### src/rtl/radwarp_pkg.sv
`timescale 1ns/1ps
package radwarp_pkg;
  localparam int unsigned TBL_SLOT_W = 16;
  localparam int unsigned TBL_CAP    = 65;
  typedef logic [TBL_CAP*TBL_SLOT_W-1:0] mag_tbl_t;

  // ramp table: entry i = one + i*step, for i < n
  function automatic mag_tbl_t linear_tbl(int unsigned n, int unsigned one, int unsigned step);
    mag_tbl_t t;
    t = '0;
    for (int unsigned i = 0; i < TBL_CAP; i++) begin
      if (i < n) t[i*TBL_SLOT_W +: TBL_SLOT_W] = TBL_SLOT_W'(one + i*step);
    end
    return t;
  endfunction
endpackage

### src/rtl/pipe_delay.sv
`timescale 1ns/1ps
module pipe_delay #(
  parameter int unsigned W     = 8,
  parameter int unsigned DEPTH = 4
) (
  input  logic         clk_i,
  input  logic         rst_ni,
  input  logic [W-1:0] d_i,
  output logic [W-1:0] q_o
);
  logic [W-1:0] stg_q [DEPTH];

  always_ff @(posedge clk_i or negedge rst_ni) begin
    if (!rst_ni) begin
      for (int i = 0; i < DEPTH; i++) stg_q[i] <= '0;
    end else begin
      stg_q[0] <= d_i;
      for (int i = 1; i < DEPTH; i++) stg_q[i] <= stg_q[i-1];
    end
  end

  assign q_o = stg_q[DEPTH-1];
endmodule

### src/rtl/coord_tracker.sv
`timescale 1ns/1ps
module coord_tracker #(
  parameter int unsigned COORD_W = 8,
  parameter int          X_START = -8,
  parameter int          Y_START = -6,
  localparam int unsigned SQ_W   = 2*COORD_W
) (
  input  logic                      clk_i,
  input  logic                      rst_ni,
  input  logic                      vis_i,
  input  logic                      eol_i,
  input  logic                      sof_i,
  output logic signed [COORD_W-1:0] x_o,
  output logic signed [COORD_W-1:0] y_o,
  output logic [SQ_W-1:0]           sx_o,
  output logic [SQ_W-1:0]           sy_o
);
  localparam logic signed [COORD_W-1:0] X0 = COORD_W'(X_START);
  localparam logic signed [COORD_W-1:0] Y0 = COORD_W'(Y_START);
  localparam logic [SQ_W-1:0] X0_SQ = SQ_W'(X_START*X_START);
  localparam logic [SQ_W-1:0] Y0_SQ = SQ_W'(Y_START*Y_START);
  localparam int unsigned EW = SQ_W + 2;

  logic signed [EW-1:0] sx_nxt, sy_nxt;

  // square of (v+1) = square of v + 2v + 1
  always_comb begin
    sx_nxt = $signed({2'b00, sx_o}) + (EW'(x_o) <<< 1) + EW'(1);
    sy_nxt = $signed({2'b00, sy_o}) + (EW'(y_o) <<< 1) + EW'(1);
  end

  always_ff @(posedge clk_i or negedge rst_ni) begin
    if (!rst_ni) begin
      x_o <= X0; sx_o <= X0_SQ; y_o <= Y0; sy_o <= Y0_SQ;
    end else if (sof_i) begin
      x_o <= X0; sx_o <= X0_SQ; y_o <= Y0; sy_o <= Y0_SQ;
    end else if (vis_i) begin
      if (eol_i) begin
        x_o  <= X0;
        sx_o <= X0_SQ;
        y_o  <= y_o + COORD_W'(1);
        sy_o <= sy_nxt[SQ_W-1:0];
      end else begin
        x_o  <= x_o + COORD_W'(1);
        sx_o <= sx_nxt[SQ_W-1:0];
      end
    end
  end

  a_r2_sx_square: assert property (@(posedge clk_i) disable iff (!rst_ni)
    sx_o == SQ_W'(int'(x_o) * int'(x_o)));
  a_r3_sy_square: assert property (@(posedge clk_i) disable iff (!rst_ni)
    sy_o == SQ_W'(int'(y_o) * int'(y_o)));
  a_r2_x_step: assert property (@(posedge clk_i) disable iff (!rst_ni)
    vis_i && !eol_i && !sof_i |=> x_o == $past(x_o) + COORD_W'(1) && $stable(y_o));
  a_r3_row_wrap: assert property (@(posedge clk_i) disable iff (!rst_ni)
    vis_i && eol_i && !sof_i |=> x_o == X0 && y_o == $past(y_o) + COORD_W'(1));
  a_r4_restart: assert property (@(posedge clk_i) disable iff (!rst_ni)
    sof_i |=> x_o == X0 && y_o == Y0);
  a_r5_idle_hold: assert property (@(posedge clk_i) disable iff (!rst_ni)
    !vis_i && !sof_i |=> $stable(x_o) && $stable(y_o));
endmodule

### src/rtl/mag_lookup.sv
`timescale 1ns/1ps
module mag_lookup
  import radwarp_pkg::*;
#(
  parameter int unsigned RK_W     = 25,
  parameter int unsigned RK_SHIFT = 4,
  parameter int unsigned IDX_W    = 4,
  parameter int unsigned FRAC_W   = 4,
  parameter int unsigned MAG_W    = 12,
  parameter mag_tbl_t    MAG_TBL  = linear_tbl((1 << IDX_W) + 1, 1024, 32)
) (
  input  logic             clk_i,
  input  logic             rst_ni,
  input  logic [RK_W-1:0]  rk_i,
  output logic [MAG_W-1:0] mag_o
);
  localparam int unsigned LAST = 1 << IDX_W;
  localparam int unsigned PW   = MAG_W + FRAC_W + 2;

  function automatic logic [MAG_W-1:0] ent(int unsigned i);
    return MAG_TBL[i*TBL_SLOT_W +: MAG_W];
  endfunction

  logic [RK_W-1:0]   rk_sh;
  logic              sat;
  logic [IDX_W-1:0]  idx;
  logic [FRAC_W-1:0] frac;
  logic [MAG_W-1:0]  base_q, nxt_q, lo, hi;
  logic [FRAC_W-1:0] frac_q;
  logic signed [PW-1:0] diff, prod, sum;

  always_comb begin
    rk_sh = rk_i >> RK_SHIFT;
    sat   = (rk_sh >> (IDX_W + FRAC_W)) != '0;
    frac  = rk_sh[FRAC_W-1:0];
    idx   = rk_sh[FRAC_W +: IDX_W];
  end

  // stage A: fetch the two neighbouring entries
  always_ff @(posedge clk_i or negedge rst_ni) begin
    if (!rst_ni) begin
      base_q <= '0; nxt_q <= '0; frac_q <= '0;
    end else if (sat) begin
      base_q <= ent(LAST); nxt_q <= ent(LAST); frac_q <= '0;
    end else begin
      base_q <= ent(32'(idx)); nxt_q <= ent(32'(idx) + 1); frac_q <= frac;
    end
  end

  // stage B: linear blend, floor rounding
  always_comb begin
    diff = PW'($signed({1'b0, nxt_q})) - PW'($signed({1'b0, base_q}));
    prod = diff * PW'($signed({1'b0, frac_q}));
    sum  = PW'($signed({1'b0, base_q})) + (prod >>> FRAC_W);
    lo   = (base_q < nxt_q) ? base_q : nxt_q;
    hi   = (base_q < nxt_q) ? nxt_q : base_q;
  end

  always_ff @(posedge clk_i or negedge rst_ni) begin
    if (!rst_ni) mag_o <= '0;
    else         mag_o <= sum[MAG_W-1:0];
  end

  a_r6_mag_bounded: assert property (@(posedge clk_i) disable iff (!rst_ni)
    1'b1 |=> mag_o >= $past(lo) && mag_o <= $past(hi));
  a_r7_saturate: assert property (@(posedge clk_i) disable iff (!rst_ni)
    sat |=> ##1 mag_o == ent(LAST));
endmodule

### src/rtl/radial_warp_gen.sv
`timescale 1ns/1ps
module radial_warp_gen
  import radwarp_pkg::*;
#(
  parameter int unsigned COORD_W  = 8,
  parameter int          X_START  = -64,
  parameter int          Y_START  = -48,
  parameter int unsigned K_W      = 8,
  parameter int unsigned IDX_W    = 4,
  parameter int unsigned FRAC_W   = 4,
  parameter int unsigned RK_SHIFT = 8,
  parameter int unsigned MAG_W    = 12,
  parameter int unsigned MAG_FRAC = 10,
  parameter mag_tbl_t    MAG_TBL  = linear_tbl((1 << IDX_W) + 1, 1024, 32),
  localparam int unsigned OUT_W   = COORD_W + MAG_W - MAG_FRAC
) (
  input  logic                    clk_i,
  input  logic                    rst_ni,
  input  logic                    vis_i,
  input  logic                    eol_i,
  input  logic                    sof_i,
  input  logic [K_W-1:0]          k_i,
  output logic signed [OUT_W-1:0] cx_o,
  output logic signed [OUT_W-1:0] cy_o,
  output logic                    valid_o
);
  localparam int unsigned SQ_W = 2*COORD_W;
  localparam int unsigned R2_W = SQ_W + 1;
  localparam int unsigned RK_W = R2_W + K_W;
  localparam int unsigned PX_W = MAG_W + COORD_W + 1;
  localparam int unsigned XY_DLY = 4;  // aligns x,y with mag register
  localparam int unsigned LAT    = 5;

  logic signed [COORD_W-1:0] x_c, y_c;
  logic [SQ_W-1:0]   sx_c, sy_c;
  logic [R2_W-1:0]   r2_q;
  logic [K_W-1:0]    k1_q;
  logic [RK_W-1:0]   rk_q;
  logic [MAG_W-1:0]  mag_c;
  logic [2*COORD_W-1:0] xy_d;
  logic              v_d;
  logic signed [COORD_W-1:0] xd, yd;
  logic signed [PX_W-1:0] px, py;

  coord_tracker #(.COORD_W(COORD_W), .X_START(X_START), .Y_START(Y_START)) u_trk (
    .clk_i, .rst_ni, .vis_i, .eol_i, .sof_i,
    .x_o(x_c), .y_o(y_c), .sx_o(sx_c), .sy_o(sy_c));

  // stage 1: radius squared, coefficient captured with its pixel
  always_ff @(posedge clk_i or negedge rst_ni) begin
    if (!rst_ni) begin
      r2_q <= '0; k1_q <= '0; rk_q <= '0;
    end else begin
      r2_q <= R2_W'(sx_c) + R2_W'(sy_c);
      k1_q <= k_i;
      rk_q <= RK_W'(r2_q) * RK_W'(k1_q);  // stage 2
    end
  end

  mag_lookup #(.RK_W(RK_W), .RK_SHIFT(RK_SHIFT), .IDX_W(IDX_W), .FRAC_W(FRAC_W),
               .MAG_W(MAG_W), .MAG_TBL(MAG_TBL)) u_lut (
    .clk_i, .rst_ni, .rk_i(rk_q), .mag_o(mag_c));

  pipe_delay #(.W(2*COORD_W), .DEPTH(XY_DLY)) u_xy_dly (
    .clk_i, .rst_ni, .d_i({x_c, y_c}), .q_o(xy_d));
  pipe_delay #(.W(1), .DEPTH(LAT - 1)) u_v_dly (
    .clk_i, .rst_ni, .d_i(vis_i), .q_o(v_d));

  always_comb begin
    xd = $signed(xy_d[2*COORD_W-1:COORD_W]);
    yd = $signed(xy_d[COORD_W-1:0]);
    px = PX_W'($signed({1'b0, mag_c})) * PX_W'(xd);
    py = PX_W'($signed({1'b0, mag_c})) * PX_W'(yd);
  end

  always_ff @(posedge clk_i or negedge rst_ni) begin
    if (!rst_ni) begin
      cx_o <= '0; cy_o <= '0; valid_o <= 1'b0;
    end else begin
      cx_o    <= OUT_W'(px >>> MAG_FRAC);
      cy_o    <= OUT_W'(py >>> MAG_FRAC);
      valid_o <= v_d;
    end
  end

  a_r9_valid_follows: assert property (@(posedge clk_i) disable iff (!rst_ni)
    vis_i |-> ##5 valid_o);
  a_r5_no_spurious: assert property (@(posedge clk_i) disable iff (!rst_ni)
    !vis_i |-> ##5 !valid_o);
endmodule

### config.mk
export PLATFORM = sky130hd
export DESIGN_NAME = radial_warp_gen
export DESIGN_NICKNAME = d
export VERILOG_FILES = /design/src/rtl/radwarp_pkg.sv /design/src/rtl/pipe_delay.sv /design/src/rtl/coord_tracker.sv /design/src/rtl/mag_lookup.sv /design/src/rtl/radial_warp_gen.sv
export SDC_FILE = /design/constraint.sdc
export NUM_CORES = 1
export LEC_CHECK = 0
export BUFFER_PORTS_ARGS = -buffer_cell sky130_fd_sc_hd__buf_2
export CAP_MARGIN = 20
export CORE_ASPECT_RATIO = 0.6
export CORE_MARGIN = 8
export CORE_UTILIZATION = 45
export CTS_BUF_LIST = sky130_fd_sc_hd__clkbuf_8 sky130_fd_sc_hd__clkbuf_16
export CTS_CLUSTER_SIZE = 20
export DETAILED_ROUTE_END_ITERATION = 12
export PLACE_DENSITY = 0.74
export SLEW_MARGIN = 20
export SYNTH_ARGS = -nofsm -noshare
export SYNTH_HDL_FRONTEND = slang
export SYNTH_HIERARCHICAL = 1
export SYNTH_SLANG_ARGS = --single-unit
### constraint.sdc
create_clock -name clk_i -period 4.84 [get_ports clk_i]
set_input_delay 0.968 -clock clk_i [delete_from_list [all_inputs] [get_ports clk_i]]
set_output_delay 0.968 -clock clk_i [all_outputs]
set_load 0.01 [all_outputs]
==> metrics.txt, run 1 <==
# TYPE chip_impl_metric gauge
chip_impl_metric{name="drc",unit=""} 0
chip_impl_metric{name="finalClockSkew",unit="ns"} 0.0150
chip_impl_info{name="unrepaired_setup_endpoints_after_global_routing",value="yes"} 1
chip_impl_metric{name="tightestPinTransition",unit="ns"} 0.957
chip_impl_metric{name="period_minus_slack",unit="ns"} 4.71
chip_impl_info{name="crit_path_start",value="u_lut/nxt_q[5]"} 1
chip_impl_info{name="cts_root_buffer",value="sky130_fd_sc_hd__clkbuf_16"} 1
chip_impl_info{name="cts_tree",value="built"} 1
chip_impl_metric{name="mappedNetlistArea",unit="um^2"} 19800
chip_impl_metric{name="leakagePower",unit="uW"} 0.0114
chip_impl_metric{name="drt_wl_total",unit="mm"} 45.0
chip_impl_metric{name="route.antenna.remaining_nets",unit=""} 0
chip_impl_info{name="crit_path_end_kind",value="flop"} 1
chip_impl_metric{name="critical_path.max_stage_delay",unit="ns"} 0.56
chip_impl_metric{name="detailedRoute.firstPassIterationCount",unit=""} 5
chip_impl_metric{name="initial_core_util",unit=""} 0.457
chip_impl_metric{name="antenna_cells",unit=""} 0
chip_impl_metric{name="row_count",unit=""} 59
chip_impl_metric{name="finish.instance_area",unit="um^2"} 22500
chip_impl_metric{name="clk_pin_slew_worst_paths",unit="ns"} 0.06
chip_impl_metric{name="power-per-cell-area",unit="nW/um^2"} 392
chip_impl_metric{name="minimum_setup_slack_among_reg_to_reg_paths",unit="ns"} 0.13
chip_impl_metric{name="drt-initial-drc-count",unit=""} 1054
chip_impl_metric{name="fin_ws",unit="ns"} 0.129
chip_impl_info{name="timing.critical_path.to",value="u_lut/mag_o[11]"} 1
chip_impl_metric{name="area_growth",unit="%"} 13.5
chip_impl_metric{name="clock.fmax",unit="MHz"} 212
chip_impl_metric{name="die-area",unit="um^2"} 51200
chip_impl_metric{name="clkSinkCount",unit=""} 205
chip_impl_metric{name="timing.critical_path.fanout_max",unit=""} 4
chip_impl_metric{name="wl_per_cell",unit="um"} 16.5
chip_impl_metric{name="dpl.hpwl",unit="mm"} 35.4
chip_impl_metric{name="max-vdd-ir-drop",unit="V"} 0.000375
chip_impl_metric{name="core",unit="um^2"} 43300
chip_impl_metric{name="fin_cells",unit=""} 2722
chip_impl_metric{name="globalRoute.totalOverflow",unit=""} 0
chip_impl_metric{name="synth.avg_cell_area",unit="um^2"} 9.79
chip_impl_metric{name="worstSkewPairLatency",unit="ns"} 0.54
chip_impl_metric{name="htreeDepth",unit=""} 1
chip_impl_info{name="worstSetupPathType",value="reg2reg"} 1
chip_impl_metric{name="count_of_input_and_output_buffers",unit=""} 33
chip_impl_metric{name="place_inst",unit=""} 2674
chip_impl_metric{name="number_of_antenna_violations_at_the_first_check_in_global_routing",unit=""} 0
chip_impl_info{name="crit-reg2reg-capture",value="u_lut/mag_o[11]"} 1
chip_impl_metric{name="report.final.hold_viol_count",unit=""} 0
chip_impl_metric{name="hold_buffers",unit=""} 0
chip_impl_info{name="worst_path_max_delay_cell",value="sky130_fd_sc_hd__fa_1"} 1
chip_impl_metric{name="drive_above_1_share",unit=""} 0.134
chip_impl_metric{name="fill_cells",unit=""} 3794
chip_impl_metric{name="timing.final.crit_share",unit=""} 0.973
chip_impl_metric{name="setup_viol",unit=""} 0
chip_impl_metric{name="num_vias",unit=""} 14000
chip_impl_metric{name="nets",unit=""} 2581
chip_impl_metric{name="relSlewSlack",unit=""} 0.362
chip_impl_metric{name="die_h",unit="um"} 178
chip_impl_info{name="cp_launch_type",value="flop"} 1
chip_impl_metric{name="place_congestion",unit=""} 0.878
chip_impl_metric{name="drv_slew",unit=""} 0
chip_impl_metric{name="max_cap_viol",unit=""} 0
chip_impl_metric{name="synthesis.instances",unit=""} 2022
chip_impl_info{name="hp-class",value="reg2reg"} 1
chip_impl_metric{name="dpl_worst_slack",unit="ns"} -0.164
chip_impl_metric{name="die_w",unit="um"} 287
chip_impl_metric{name="grt_usage",unit=""} 0.178
chip_impl_metric{name="first_global_vias",unit=""} 14800
chip_impl_metric{name="via_per_instance_ratio",unit=""} 5.14
chip_impl_metric{name="grt_pass1_wl",unit="mm"} 75.5
chip_impl_metric{name="synth.yosys.warnings",unit=""} 6
chip_impl_info{name="status",value="finished, final reports clean"} 1
chip_impl_metric{name="worst-endpoint-arrival",unit="ns"} 5.13
chip_impl_metric{name="clk_path_buf_depth",unit=""} 3
chip_impl_metric{name="synth.net_count",unit=""} 2477
chip_impl_metric{name="dpl-instance-area",unit="um^2"} 21100
chip_impl_info{name="r2r_start",value="u_lut/nxt_q[5]"} 1
chip_impl_metric{name="floorplan.io_pins",unit=""} 34
chip_impl_metric{name="grt_max_degree",unit=""} 115
chip_impl_metric{name="worstPathRequired",unit="ns"} 5.26
chip_impl_metric{name="cts-buffers-inserted",unit=""} 23
chip_impl_info{name="worstPathCellList",value="ha_4 -> o21a_1 -> nor2_2 -> xnor2_2 -> and2_1 -> ha_1 -> fa_1 -> fa_1 -> ha_4 -> a21oi_4 -> o21bai_1 -> buf_4 -> o41a_1 -> xor2_1 -> ha_1 -> a21oi_2 -> xnor2_1 -> xnor3_1"} 1
chip_impl_metric{name="worst_case_reg_to_reg_path_depth",unit=""} 18
how the worst min path moves through the flow:
stage                    endpoint  slack, ns  depth (start not counted)          startpoint
2_1_floorplan         u_v_dly/q_o       0.33                          0    u_v_dly/stg_q[1]
3_3_place_gp     u_v_dly/stg_q[1]       0.33                          0    u_v_dly/stg_q[2]
3_5_place_dp      u_xy_dly/q_o[0]       0.33                          0  u_xy_dly/stg_q[16]
4_1_cts        u_xy_dly/stg_q[31]       0.33                          0  u_xy_dly/stg_q[47]
5_1_grt        u_xy_dly/stg_q[38]       0.34                          0  u_xy_dly/stg_q[54]
6_report       u_xy_dly/stg_q[31]       0.34                          0  u_xy_dly/stg_q[47]
metrics by stage:
step	power (uW)	hold WS, ns	util	TNS [ns]
final	8790	0.338	0.518	0
after CTS	8550	0.330	0.508	-0.0296
after global placement	6430	0.331	0.488	-0.193
after floorplan	5220	0.331	-	0
after global routing	9560	0.342	0.518	-0.133
after detailed placement	6590	0.335	0.488	-0.456
cell type report:
class	count	area [um^2]	share of cell area
multi-input cells	1432	13600	0.604
flip-flops and latches	205	5150	0.229
inverters	324	1220	0.0542
repair buffers	140	1010	0.0450
well taps	579	724	0.0323
clock buffers	26	617	0.0275
clock inverters	16	179	0.00797
metal layers:
layer  share of wire  track usage  vias to the layer above
li1                -            -                     6615
met5               0            0                        -
met1            0.49        0.265                     6941
met3           0.052       0.0247                       54
met2            0.44        0.278                      390
met4           0.015       0.0313                        0
what timing repair did:
| action | in CTS | in global routing |
|---|---|---|
| pin swaps | 2 | 59 |
| gates resized for setup | 11 | 89 |
| setup buffers | 2 | 5 |
| setup endpoints to repair | 11 | 18 |
registers in the layout, summed over array words and instances (netlist names), 4 cells and up:
name and flops:
u_lut/base_q 5, u_trk/x_o 8, rk_q 17, u_trk/y_o 8, u_lut/mag_o 11, u_trk/sy_o 16, u_xy_dly/stg_q 48, u_lut/nxt_q 6
k1_q 8, u_trk/sx_o 16, u_lut/frac_q 4, cy_o 10, u_xy_dly/q_o 16, r2_q 17, cx_o 10
worst max-delay path: cells and delay by family, from the launching register on:
kind | cells | cell delay [ns]
fa+ha+maj | 6 | 2.19
compound gates | 5 | 0.96
xor+xnor | 4 | 0.63
flops | 1 | 0.41
simple gates | 2 | 0.27
buf+inv | 1 | 0.14
cell usage in the layout (no fill, tap or decap), types with 5 or more instances in the layout:
| master | instances |
|---|---|
| sky130_fd_sc_hd__inv_1 | 316 |
| sky130_fd_sc_hd__and2_1 | 249 |
| sky130_fd_sc_hd__fa_1 | 221 |
| sky130_fd_sc_hd__ha_1 | 196 |
| sky130_fd_sc_hd__dfrtp_1 | 189 |
| sky130_fd_sc_hd__nand2_1 | 157 |
| sky130_fd_sc_hd__buf_4 | 98 |
| sky130_fd_sc_hd__nor2_1 | 81 |
| sky130_fd_sc_hd__a21oi_1 | 75 |
| sky130_fd_sc_hd__xnor2_1 | 62 |
| sky130_fd_sc_hd__o21ai_0 | 46 |
| sky130_fd_sc_hd__xor2_1 | 39 |
| sky130_fd_sc_hd__buf_2 | 32 |
| sky130_fd_sc_hd__clkbuf_16 | 23 |
| sky130_fd_sc_hd__a21o_1 | 22 |
| sky130_fd_sc_hd__o21a_1 | 17 |
| sky130_fd_sc_hd__nand2b_1 | 16 |
| sky130_fd_sc_hd__nor2b_1 | 16 |
| sky130_fd_sc_hd__ha_4 | 16 |
| sky130_fd_sc_hd__nand3_1 | 15 |
| sky130_fd_sc_hd__nor3_1 | 12 |
| sky130_fd_sc_hd__a21oi_2 | 11 |
| sky130_fd_sc_hd__o21ai_1 | 11 |
| sky130_fd_sc_hd__and3_1 | 10 |
| sky130_fd_sc_hd__nand4_1 | 10 |
| sky130_fd_sc_hd__o211ai_1 | 9 |
| sky130_fd_sc_hd__a211oi_1 | 9 |
| sky130_fd_sc_hd__buf_6 | 9 |
| sky130_fd_sc_hd__inv_2 | 8 |
| sky130_fd_sc_hd__o21bai_1 | 8 |
| sky130_fd_sc_hd__or3_1 | 8 |
| sky130_fd_sc_hd__dfrtp_2 | 8 |
| sky130_fd_sc_hd__dfstp_2 | 8 |
| sky130_fd_sc_hd__and2_4 | 7 |
| sky130_fd_sc_hd__a211oi_2 | 6 |
| sky130_fd_sc_hd__o31ai_1 | 5 |
| sky130_fd_sc_hd__fa_2 | 5 |
| sky130_fd_sc_hd__and2_2 | 5 |
power breakdown:
part	internal (uW)	leakage, uW	switching, uW
Clock	1080	0.000397	751
Sequential	1980	0.00255	193
Combinational	2220	0.00841	2570
Total	5280	0.0114	3510
Note: power is estimated with default switching activity, not from simulation.
==> inputs of run 2 (changes only) <==
Settings changed: BUFFER_PORTS_ARGS -buffer_cell sky130_fd_sc_hd__buf_2 to -buffer_cell sky130_fd_sc_hd__buf_4.
==> metrics.txt, run 2 (same netlist as run 1, synthesis figures left out) <==
# TYPE chip_impl_metric gauge
chip_impl_metric{name="grt_max_degree",unit=""} 94
chip_impl_metric{name="power.switching_fraction",unit=""} 0.403
chip_impl_info{name="hp-class",value="reg2reg"} 1
chip_impl_metric{name="critical_path.max_stage_delay",unit="ns"} 0.54
chip_impl_metric{name="die-area",unit="um^2"} 51200
chip_impl_info{name="path_delay_family",value="adder cells"} 1
chip_impl_metric{name="clk_path_buf_depth",unit=""} 3
chip_impl_metric{name="place_congestion",unit=""} 0.889
chip_impl_info{name="leading_cell_types_in_the_layout_fill_and_taps_excluded",value="sky130_fd_sc_hd__inv_1, sky130_fd_sc_hd__and2_1, sky130_fd_sc_hd__fa_1"} 1
chip_impl_metric{name="seq_power_share",unit=""} 0.252
chip_impl_metric{name="core",unit="um^2"} 43300
chip_impl_metric{name="antenna_cells",unit=""} 0
chip_impl_metric{name="cell_internal_pwr",unit="uW"} 5140
chip_impl_metric{name="wl_per_cell",unit="um"} 16.5
chip_impl_metric{name="p_clk_frac",unit=""} 0.201
chip_impl_metric{name="grt_usage",unit=""} 0.178
chip_impl_metric{name="pwr-share-comb",unit=""} 0.548
chip_impl_metric{name="drt_wl_total",unit="mm"} 45.0
chip_impl_metric{name="hold_buffers",unit=""} 0
chip_impl_metric{name="clock.fmax",unit="MHz"} 210
chip_impl_metric{name="worstPathRequired",unit="ns"} 5.26
chip_impl_metric{name="grt_pass1_wl",unit="mm"} 75.5
chip_impl_metric{name="drt-initial-drc-count",unit=""} 919
chip_impl_metric{name="setup_total_negative_slack",unit="ns"} 0
chip_impl_metric{name="max_cap_viol",unit=""} 0
chip_impl_metric{name="largest_reg_flops",unit=""} 48
chip_impl_metric{name="finalHoldWorstSlack",unit="ns"} 0.325
chip_impl_metric{name="fill_cells",unit=""} 3808
chip_impl_info{name="crit_path_end_kind",value="flop"} 1
chip_impl_info{name="worst_path_max_delay_cell",value="sky130_fd_sc_hd__fa_1"} 1
chip_impl_metric{name="via_per_instance_ratio",unit=""} 5.15
chip_impl_metric{name="first_global_vias",unit=""} 15100
chip_impl_metric{name="timing.final.crit_share",unit=""} 0.983
chip_impl_info{name="worstSetupPathType",value="reg2reg"} 1
chip_impl_metric{name="initial_core_util",unit=""} 0.457
chip_impl_info{name="top_register",value="u_xy_dly/stg_q"} 1
chip_impl_metric{name="power-per-cell-area",unit="nW/um^2"} 383
chip_impl_metric{name="count_of_input_and_output_buffers",unit=""} 33
chip_impl_metric{name="finalClockSkew",unit="ns"} 0.0235
chip_impl_metric{name="drc",unit=""} 0
chip_impl_metric{name="tightestPinTransition",unit="ns"} 0.835
chip_impl_info{name="most_used_cell_along_the_critical_path",value="sky130_fd_sc_hd__fa_1"} 1
chip_impl_metric{name="setup_viol",unit=""} 0
chip_impl_metric{name="nets",unit=""} 2585
chip_impl_metric{name="route.antenna.remaining_nets",unit=""} 0
chip_impl_metric{name="num_vias",unit=""} 14000
chip_impl_metric{name="timing.critical_path.fanout_max",unit=""} 4
chip_impl_metric{name="period_minus_slack",unit="ns"} 4.76
chip_impl_metric{name="detailedRoute.firstPassIterationCount",unit=""} 5
chip_impl_metric{name="drive_above_1_share",unit=""} 0.129
chip_impl_metric{name="max-vdd-ir-drop",unit="V"} 0.000259
chip_impl_metric{name="report.final.hold_viol_count",unit=""} 0
chip_impl_metric{name="power.net_switching",unit="uW"} 3480
chip_impl_metric{name="drv_slew",unit=""} 0
chip_impl_metric{name="fin_ws",unit="ns"} 0.0841
chip_impl_metric{name="globalRoute.totalOverflow",unit=""} 0
chip_impl_metric{name="die_h",unit="um"} 178
chip_impl_info{name="unrepaired_setup_endpoints_after_global_routing",value="yes"} 1
chip_impl_metric{name="area_growth",unit="%"} 13.6
chip_impl_metric{name="clk_pin_slew_worst_paths",unit="ns"} 0.06
chip_impl_info{name="layout_top_registers",value="u_xy_dly/stg_q (48), r2_q (17), rk_q (17)"} 1
chip_impl_metric{name="row_count",unit=""} 59
chip_impl_info{name="cp_launch_type",value="flop"} 1
chip_impl_metric{name="number_of_antenna_violations_at_the_first_check_in_global_routing",unit=""} 0
chip_impl_metric{name="htreeDepth",unit=""} 1
chip_impl_metric{name="cts-buffers-inserted",unit=""} 23
chip_impl_metric{name="path_buf_inv",unit=""} 4
chip_impl_info{name="status",value="finished, final reports clean"} 1
chip_impl_info{name="cts_root_buffer",value="sky130_fd_sc_hd__clkbuf_16"} 1
chip_impl_info{name="worstPathCellList",value="buf_4 -> and2_4 -> fa_1 -> fa_1 -> fa_1 -> inv_2 -> fa_1 -> inv_2 -> ha_4 -> a21o_1 -> a21o_1 -> a221o_1 -> o41ai_4 -> buf_6 -> o21ai_4 -> a311oi_2 -> nor3_2"} 1
chip_impl_metric{name="floorplan.io_pins",unit=""} 34
chip_impl_metric{name="clkSinkCount",unit=""} 205
chip_impl_info{name="layout_commonest_cell",value="sky130_fd_sc_hd__inv_1"} 1
chip_impl_metric{name="die_w",unit="um"} 287
chip_impl_metric{name="dpl.hpwl",unit="mm"} 35.5
chip_impl_metric{name="relSlewSlack",unit=""} 0.442
chip_impl_metric{name="worstSkewPairLatency",unit="ns"} 0.55
chip_impl_metric{name="dpl_worst_slack",unit="ns"} -0.146
chip_impl_info{name="cts_tree",value="built"} 1
chip_impl_metric{name="worst-endpoint-arrival",unit="ns"} 5.18
chip_impl_metric{name="leakagePower",unit="uW"} 0.0114
-- run 2: changes by cell type in the layout (fill, tap and decap cells not counted), sizes merged --
cell	delta
buf	+4
bufinv	-2
clkinv	+1
clkinvlp	-1
inv	+1
-- run 2: layer usage --
layer	GRT usage	routed length (um)
met5	0	0
met4	0.0317	674
met3	0.0345	2950
met2	0.282	19900
met1	0.255	21500
-- run 2: final timing paths --
check | slack [ns] | depth (start not counted) | to | start
max reg2reg | 0.08 | 17 | rk_q[22] | r2_q[7]
max in group asynchronous | 3.23 | 2 | u_xy_dly/q_o[13] | rst_ni
min in group asynchronous | 0.46 | 1 | r2_q[5] | rst_ni
max | 0.08 | 17 | rk_q[22] | r2_q[7]
min reg2reg | 0.32 | 0 | u_xy_dly/stg_q[29] | u_xy_dly/stg_q[45]
min | 0.32 | 0 | u_xy_dly/stg_q[29] | u_xy_dly/stg_q[45]
-- run 2: layout make-up --
type	count	area, um^2	share of cell area
clock buffers	26	617	0.0274
clock inverters	15	133	0.00590
inverters	324	1220	0.0541
multi-input cells	1432	13500	0.601
flip-flops and latches	205	5150	0.229
well taps	579	724	0.0322
repair buffers	144	1130	0.0501
-- run 2: through the flow --
stage | total power (uW) | cell area [um^2] | utilization | cells
after floorplan | 5220 | 19800 | - | 2022
after global placement | 6490 | 21300 | 0.491 | 2677
after detailed placement | 6660 | 21300 | 0.491 | 2677
after CTS | 8490 | 22100 | 0.510 | 2719
after global routing | 9380 | 22500 | 0.519 | 2725
final | 8620 | 22500 | 0.519 | 2725
-- run 2: repair_timing --
item,in CTS,in global routing
resized for setup,9,75
endpoints found under the setup margin,8,19
pin swaps,3,59
buffers inserted,1,6
-- run 2: power groups by stage --
stage	registers [uW]	clock network (uW)	logic [uW]
floorplan	2150	0	3070
global placement	2190	0	4300
detailed placement	2200	0	4460
CTS	2170	1790	4540
global route	2190	1850	5330
finish	2170	1730	4720
==> inputs of run 3 (changes only) <==
Settings changed: SYNTH_HIERARCHICAL 1 to default.
==> metrics.txt, run 3 <==
# TYPE chip_impl_metric gauge
chip_impl_info{name="layout_top_registers",value="u_xy_dly.stg_q (48), r2_q (17), rk_q (17)"} 1
chip_impl_info{name="yosysMostFrequentCell",value="sky130_fd_sc_hd__inv_1"} 1
chip_impl_metric{name="timing.critical_path.fanout_max",unit=""} 3
chip_impl_metric{name="number_of_antenna_violations_at_the_first_check_in_global_routing",unit=""} 0
chip_impl_info{name="cts_root_buffer",value="sky130_fd_sc_hd__clkbuf_16"} 1
chip_impl_info{name="hp-class",value="reg2reg"} 1
chip_impl_metric{name="drt_wl_total",unit="mm"} 40.9
chip_impl_metric{name="whs_path_cells",unit=""} 0
chip_impl_info{name="crit_path_end_kind",value="flop"} 1
chip_impl_metric{name="period_minus_slack",unit="ns"} 5.01
chip_impl_metric{name="p_clk_frac",unit=""} 0.203
chip_impl_info{name="synthTopCellsByCount",value="sky130_fd_sc_hd__inv_1, sky130_fd_sc_hd__fa_1, sky130_fd_sc_hd__ha_1"} 1
chip_impl_metric{name="die-area",unit="um^2"} 47700
chip_impl_metric{name="drc",unit=""} 0
chip_impl_metric{name="yosys.area.top_type_share",unit=""} 0.269
chip_impl_metric{name="worst_case_reg_to_reg_path_depth",unit=""} 26
chip_impl_metric{name="worst-endpoint-arrival",unit="ns"} 5.46
chip_impl_metric{name="nets",unit=""} 2408
chip_impl_metric{name="setup_viol",unit=""} 1
chip_impl_info{name="violations",value="negative setup slack"} 1
chip_impl_metric{name="synth.yosys.warnings",unit=""} 0
chip_impl_metric{name="pwr-share-comb",unit=""} 0.550
chip_impl_metric{name="power-per-cell-area",unit="nW/um^2"} 410
chip_impl_info{name="highest-signal-layer",value="met4"} 1
chip_impl_metric{name="power.switching_fraction",unit=""} 0.384
chip_impl_metric{name="finalClockSkew",unit="ns"} 0.0117
chip_impl_metric{name="clkSinkCount",unit=""} 205
chip_impl_info{name="synth_largest_area_cell",value="sky130_fd_sc_hd__dfrtp_1"} 1
chip_impl_metric{name="seq_cells_post_synth",unit=""} 205
chip_impl_metric{name="met3WireLength",unit="mm"} 2.30
chip_impl_metric{name="clk_pin_slew_worst_paths",unit="ns"} 0.07
chip_impl_metric{name="die_w",unit="um"} 277
chip_impl_info{name="top_register",value="u_xy_dly.stg_q"} 1
chip_impl_info{name="status",value="complete, but fails checks"} 1
chip_impl_metric{name="detailedRoute.firstPassIterationCount",unit=""} 4
chip_impl_metric{name="num_vias",unit=""} 13000
chip_impl_info{name="cp_launch_type",value="flop"} 1
chip_impl_metric{name="row_count",unit=""} 57
chip_impl_metric{name="globalRoute.totalOverflow",unit=""} 0
chip_impl_metric{name="ys_types",unit=""} 56
chip_impl_metric{name="count_of_input_and_output_buffers",unit=""} 33
chip_impl_info{name="synth_flop_cell",value="sky130_fd_sc_hd__dfrtp_1"} 1
chip_impl_metric{name="route.layer.met1.wl",unit="mm"} 19.7
chip_impl_metric{name="clock.fmax",unit="MHz"} 199
chip_impl_metric{name="largest_reg_flops",unit=""} 48
chip_impl_metric{name="antenna_cells",unit=""} 0
chip_impl_metric{name="drive_above_1_share",unit=""} 0.164
chip_impl_metric{name="leakagePower",unit="uW"} 0.0107
chip_impl_metric{name="area_growth",unit="%"} 17.3
chip_impl_info{name="layout_commonest_cell",value="sky130_fd_sc_hd__inv_1"} 1
chip_impl_metric{name="floorplan.io_pins",unit=""} 34
chip_impl_metric{name="mappedNetlistArea",unit="um^2"} 18300
chip_impl_metric{name="layout.core_utilization",unit=""} 0.533
chip_impl_info{name="leading_cell_types_in_the_layout_fill_and_taps_excluded",value="sky130_fd_sc_hd__inv_1, sky130_fd_sc_hd__fa_1, sky130_fd_sc_hd__nand2_1"} 1
chip_impl_metric{name="synth-seq-area-share",unit=""} 0.280
chip_impl_metric{name="synth.net_count",unit=""} 2264
chip_impl_metric{name="initial_core_util",unit=""} 0.454
chip_impl_metric{name="htreeDepth",unit=""} 1
chip_impl_info{name="synth.area.top_cells",value="sky130_fd_sc_hd__dfrtp_1, sky130_fd_sc_hd__fa_1, sky130_fd_sc_hd__ha_1"} 1
chip_impl_metric{name="fin_ws",unit="ns"} -0.174
chip_impl_info{name="worstSetupPathType",value="reg2reg"} 1
chip_impl_metric{name="grt_usage",unit=""} 0.174
chip_impl_metric{name="max-vdd-ir-drop",unit="V"} 0.000337
chip_impl_metric{name="route.antenna.remaining_nets",unit=""} 0
chip_impl_metric{name="wl_per_cell",unit="um"} 16.2
chip_impl_metric{name="drv_slew",unit=""} 0
chip_impl_metric{name="grt_max_degree",unit=""} 96
chip_impl_info{name="unrepaired_setup_endpoints_after_global_routing",value="yes"} 1
chip_impl_metric{name="power.net_switching",unit="uW"} 3390
chip_impl_metric{name="dpl.hpwl",unit="mm"} 31.1
chip_impl_metric{name="die_h",unit="um"} 172
chip_impl_metric{name="place_congestion",unit=""} 0.892
chip_impl_metric{name="fin_cells",unit=""} 2519
chip_impl_metric{name="via_per_instance_ratio",unit=""} 5.17
chip_impl_metric{name="async_reset_ff_frac",unit=""} 1.00
chip_impl_metric{name="hold_buffers",unit=""} 0
chip_impl_metric{name="layout.area.seq",unit="um^2"} 5150
chip_impl_metric{name="core",unit="um^2"} 40400
chip_impl_metric{name="route.met2.wl",unit="mm"} 18.3
chip_impl_metric{name="grt_pass1_wl",unit="mm"} 69.0
chip_impl_metric{name="place_inst",unit=""} 2454
chip_impl_metric{name="tightestPinTransition",unit="ns"} 0.862
chip_impl_metric{name="synthesis.instances",unit=""} 1829
chip_impl_metric{name="first_global_vias",unit=""} 14000
chip_impl_metric{name="worstSkewPairLatency",unit="ns"} 0.53
chip_impl_metric{name="seq_power_share",unit=""} 0.247
chip_impl_metric{name="timing.final.crit_share",unit=""} 1.04
chip_impl_metric{name="clk_path_buf_depth",unit=""} 3
chip_impl_info{name="cts_tree",value="built"} 1
chip_impl_metric{name="synth.avg_cell_area",unit="um^2"} 10.0
chip_impl_metric{name="relSlewSlack",unit=""} 0.425
chip_impl_metric{name="max_cap_viol",unit=""} 0
chip_impl_metric{name="report.final.hold_viol_count",unit=""} 0
chip_impl_metric{name="drt-initial-drc-count",unit=""} 780
chip_impl_metric{name="area_taken_by_multi_input_logic_gates",unit="um^2"} 12600
chip_impl_metric{name="cell_internal_pwr",unit="uW"} 5440
chip_impl_metric{name="fill_cells",unit=""} 3452
chip_impl_metric{name="number_of_enable_flip_flop_cells_after_synthesis",unit=""} 0
chip_impl_metric{name="worstPathRequired",unit="ns"} 5.28
chip_impl_metric{name="cts-buffers-inserted",unit=""} 21
[run 3: worst max-delay path: stages, from the launching register on]
cell                       delay (ns)
sky130_fd_sc_hd__dfrtp_1         0.39
sky130_fd_sc_hd__inv_2           0.07
sky130_fd_sc_hd__ha_4            0.20
sky130_fd_sc_hd__o21a_1          0.20
sky130_fd_sc_hd__o21a_1          0.19
sky130_fd_sc_hd__o21a_1          0.20
sky130_fd_sc_hd__buf_4           0.15
sky130_fd_sc_hd__nor2_4          0.12
sky130_fd_sc_hd__buf_6           0.12
sky130_fd_sc_hd__and2_4          0.14
sky130_fd_sc_hd__ha_4            0.20
sky130_fd_sc_hd__fa_1            0.50
sky130_fd_sc_hd__inv_1           0.05
sky130_fd_sc_hd__fa_1            0.49
sky130_fd_sc_hd__inv_2           0.05
sky130_fd_sc_hd__ha_4            0.29
sky130_fd_sc_hd__inv_2           0.03
sky130_fd_sc_hd__o21bai_1        0.20
sky130_fd_sc_hd__a21oi_2         0.11
sky130_fd_sc_hd__xnor2_1         0.14
sky130_fd_sc_hd__ha_1            0.30
sky130_fd_sc_hd__inv_1           0.04
sky130_fd_sc_hd__o21bai_1        0.18
sky130_fd_sc_hd__a21oi_2         0.09
sky130_fd_sc_hd__xnor2_2         0.14
sky130_fd_sc_hd__xnor2_1         0.19
sky130_fd_sc_hd__xnor2_1         0.14
[run 3: through the flow]
step	hold WS (ns)	setup TNS [ns]	worst slack (ns)	power, uW	cell area, um^2
3_5_place_dp	0.335	-1.19	-0.288	6500	19900
6_report	0.346	-0.174	-0.174	8830	21500
4_1_cts	0.345	-0.241	-0.116	8560	21100
5_1_grt	0.352	-1.47	-0.365	9630	21500
3_3_place_gp	0.334	-0.329	-0.133	6350	19900
2_1_floorplan	0.331	-0.00443	-0.00443	5180	18400
[run 3: final timing paths]
check / endpoint / slack (ns) / start
worst max-delay path: u_lut.mag_o[11] / -0.17 / u_lut.nxt_q[5]
worst min-delay path: u_xy_dly.stg_q[27] / 0.35 / u_xy_dly.stg_q[43]
worst max register to register: u_lut.mag_o[11] / -0.17 / u_lut.nxt_q[5]
worst min register to register: u_xy_dly.stg_q[27] / 0.35 / u_xy_dly.stg_q[43]
max in group asynchronous: k1_q[5] / 3.23 / rst_ni
min in group asynchronous: cx_o[6] / 0.50 / rst_ni
[run 3: cell families (layout without fill, tap and decap cells)]
| kind of cell | Yosys count | after routing | synth area share |
|---|---|---|---|
| AND/OR/NAND/NOR | 590 | 590 | 0.159 |
| adder cells (fa/ha/maj) | 422 | 422 | 0.376 |
| buffers and inverters | 307 | 466 | 0.0628 |
| flip-flops | 205 | 205 | 0.280 |
| AO/OA/AOI/OAI | 198 | 198 | 0.0708 |
| XOR/XNOR | 104 | 104 | 0.0497 |
| multiplexers | 2 | 2 | 0.00109 |
| other | 1 | 1 | 0.000204 |
[run 3: what timing repair did]
item | CTS | global route
endpoints found under the setup margin | 10 | 17
buffers inserted | 19 | 9
pin swaps | 58 | 68
hold endpoints to repair | 0 | 0
resized for setup | 66 | 68
[run 3: area by class of cell]
type,count,area share
clock buffers,25,0.0270
clock inverters,13,0.00808
inverters,263,0.0459
multi-input cells,1317,0.586
flip-flops and latches,205,0.239
well taps,531,0.0309
repair buffers,165,0.0628
[run 3: layer usage]
layer | GRT usage | vias to the layer above
li1 | - | 6084
met1 | 0.247 | 6595
met2 | 0.282 | 291
met3 | 0.0329 | 52
met4 | 0.0289 | 0
met5 | 0 | -
[run 3: power by group through the flow]
| stage | sequential [uW] | clock, uW | combinational (uW) |
|---|---|---|---|
| after global routing | 2210 | 1900 | 5520 |
| after floorplan | 2170 | 0 | 3010 |
| final | 2180 | 1790 | 4860 |
| after detailed placement | 2210 | 0 | 4290 |
| after CTS | 2180 | 1830 | 4560 |
| after global placement | 2200 | 0 | 4150 |
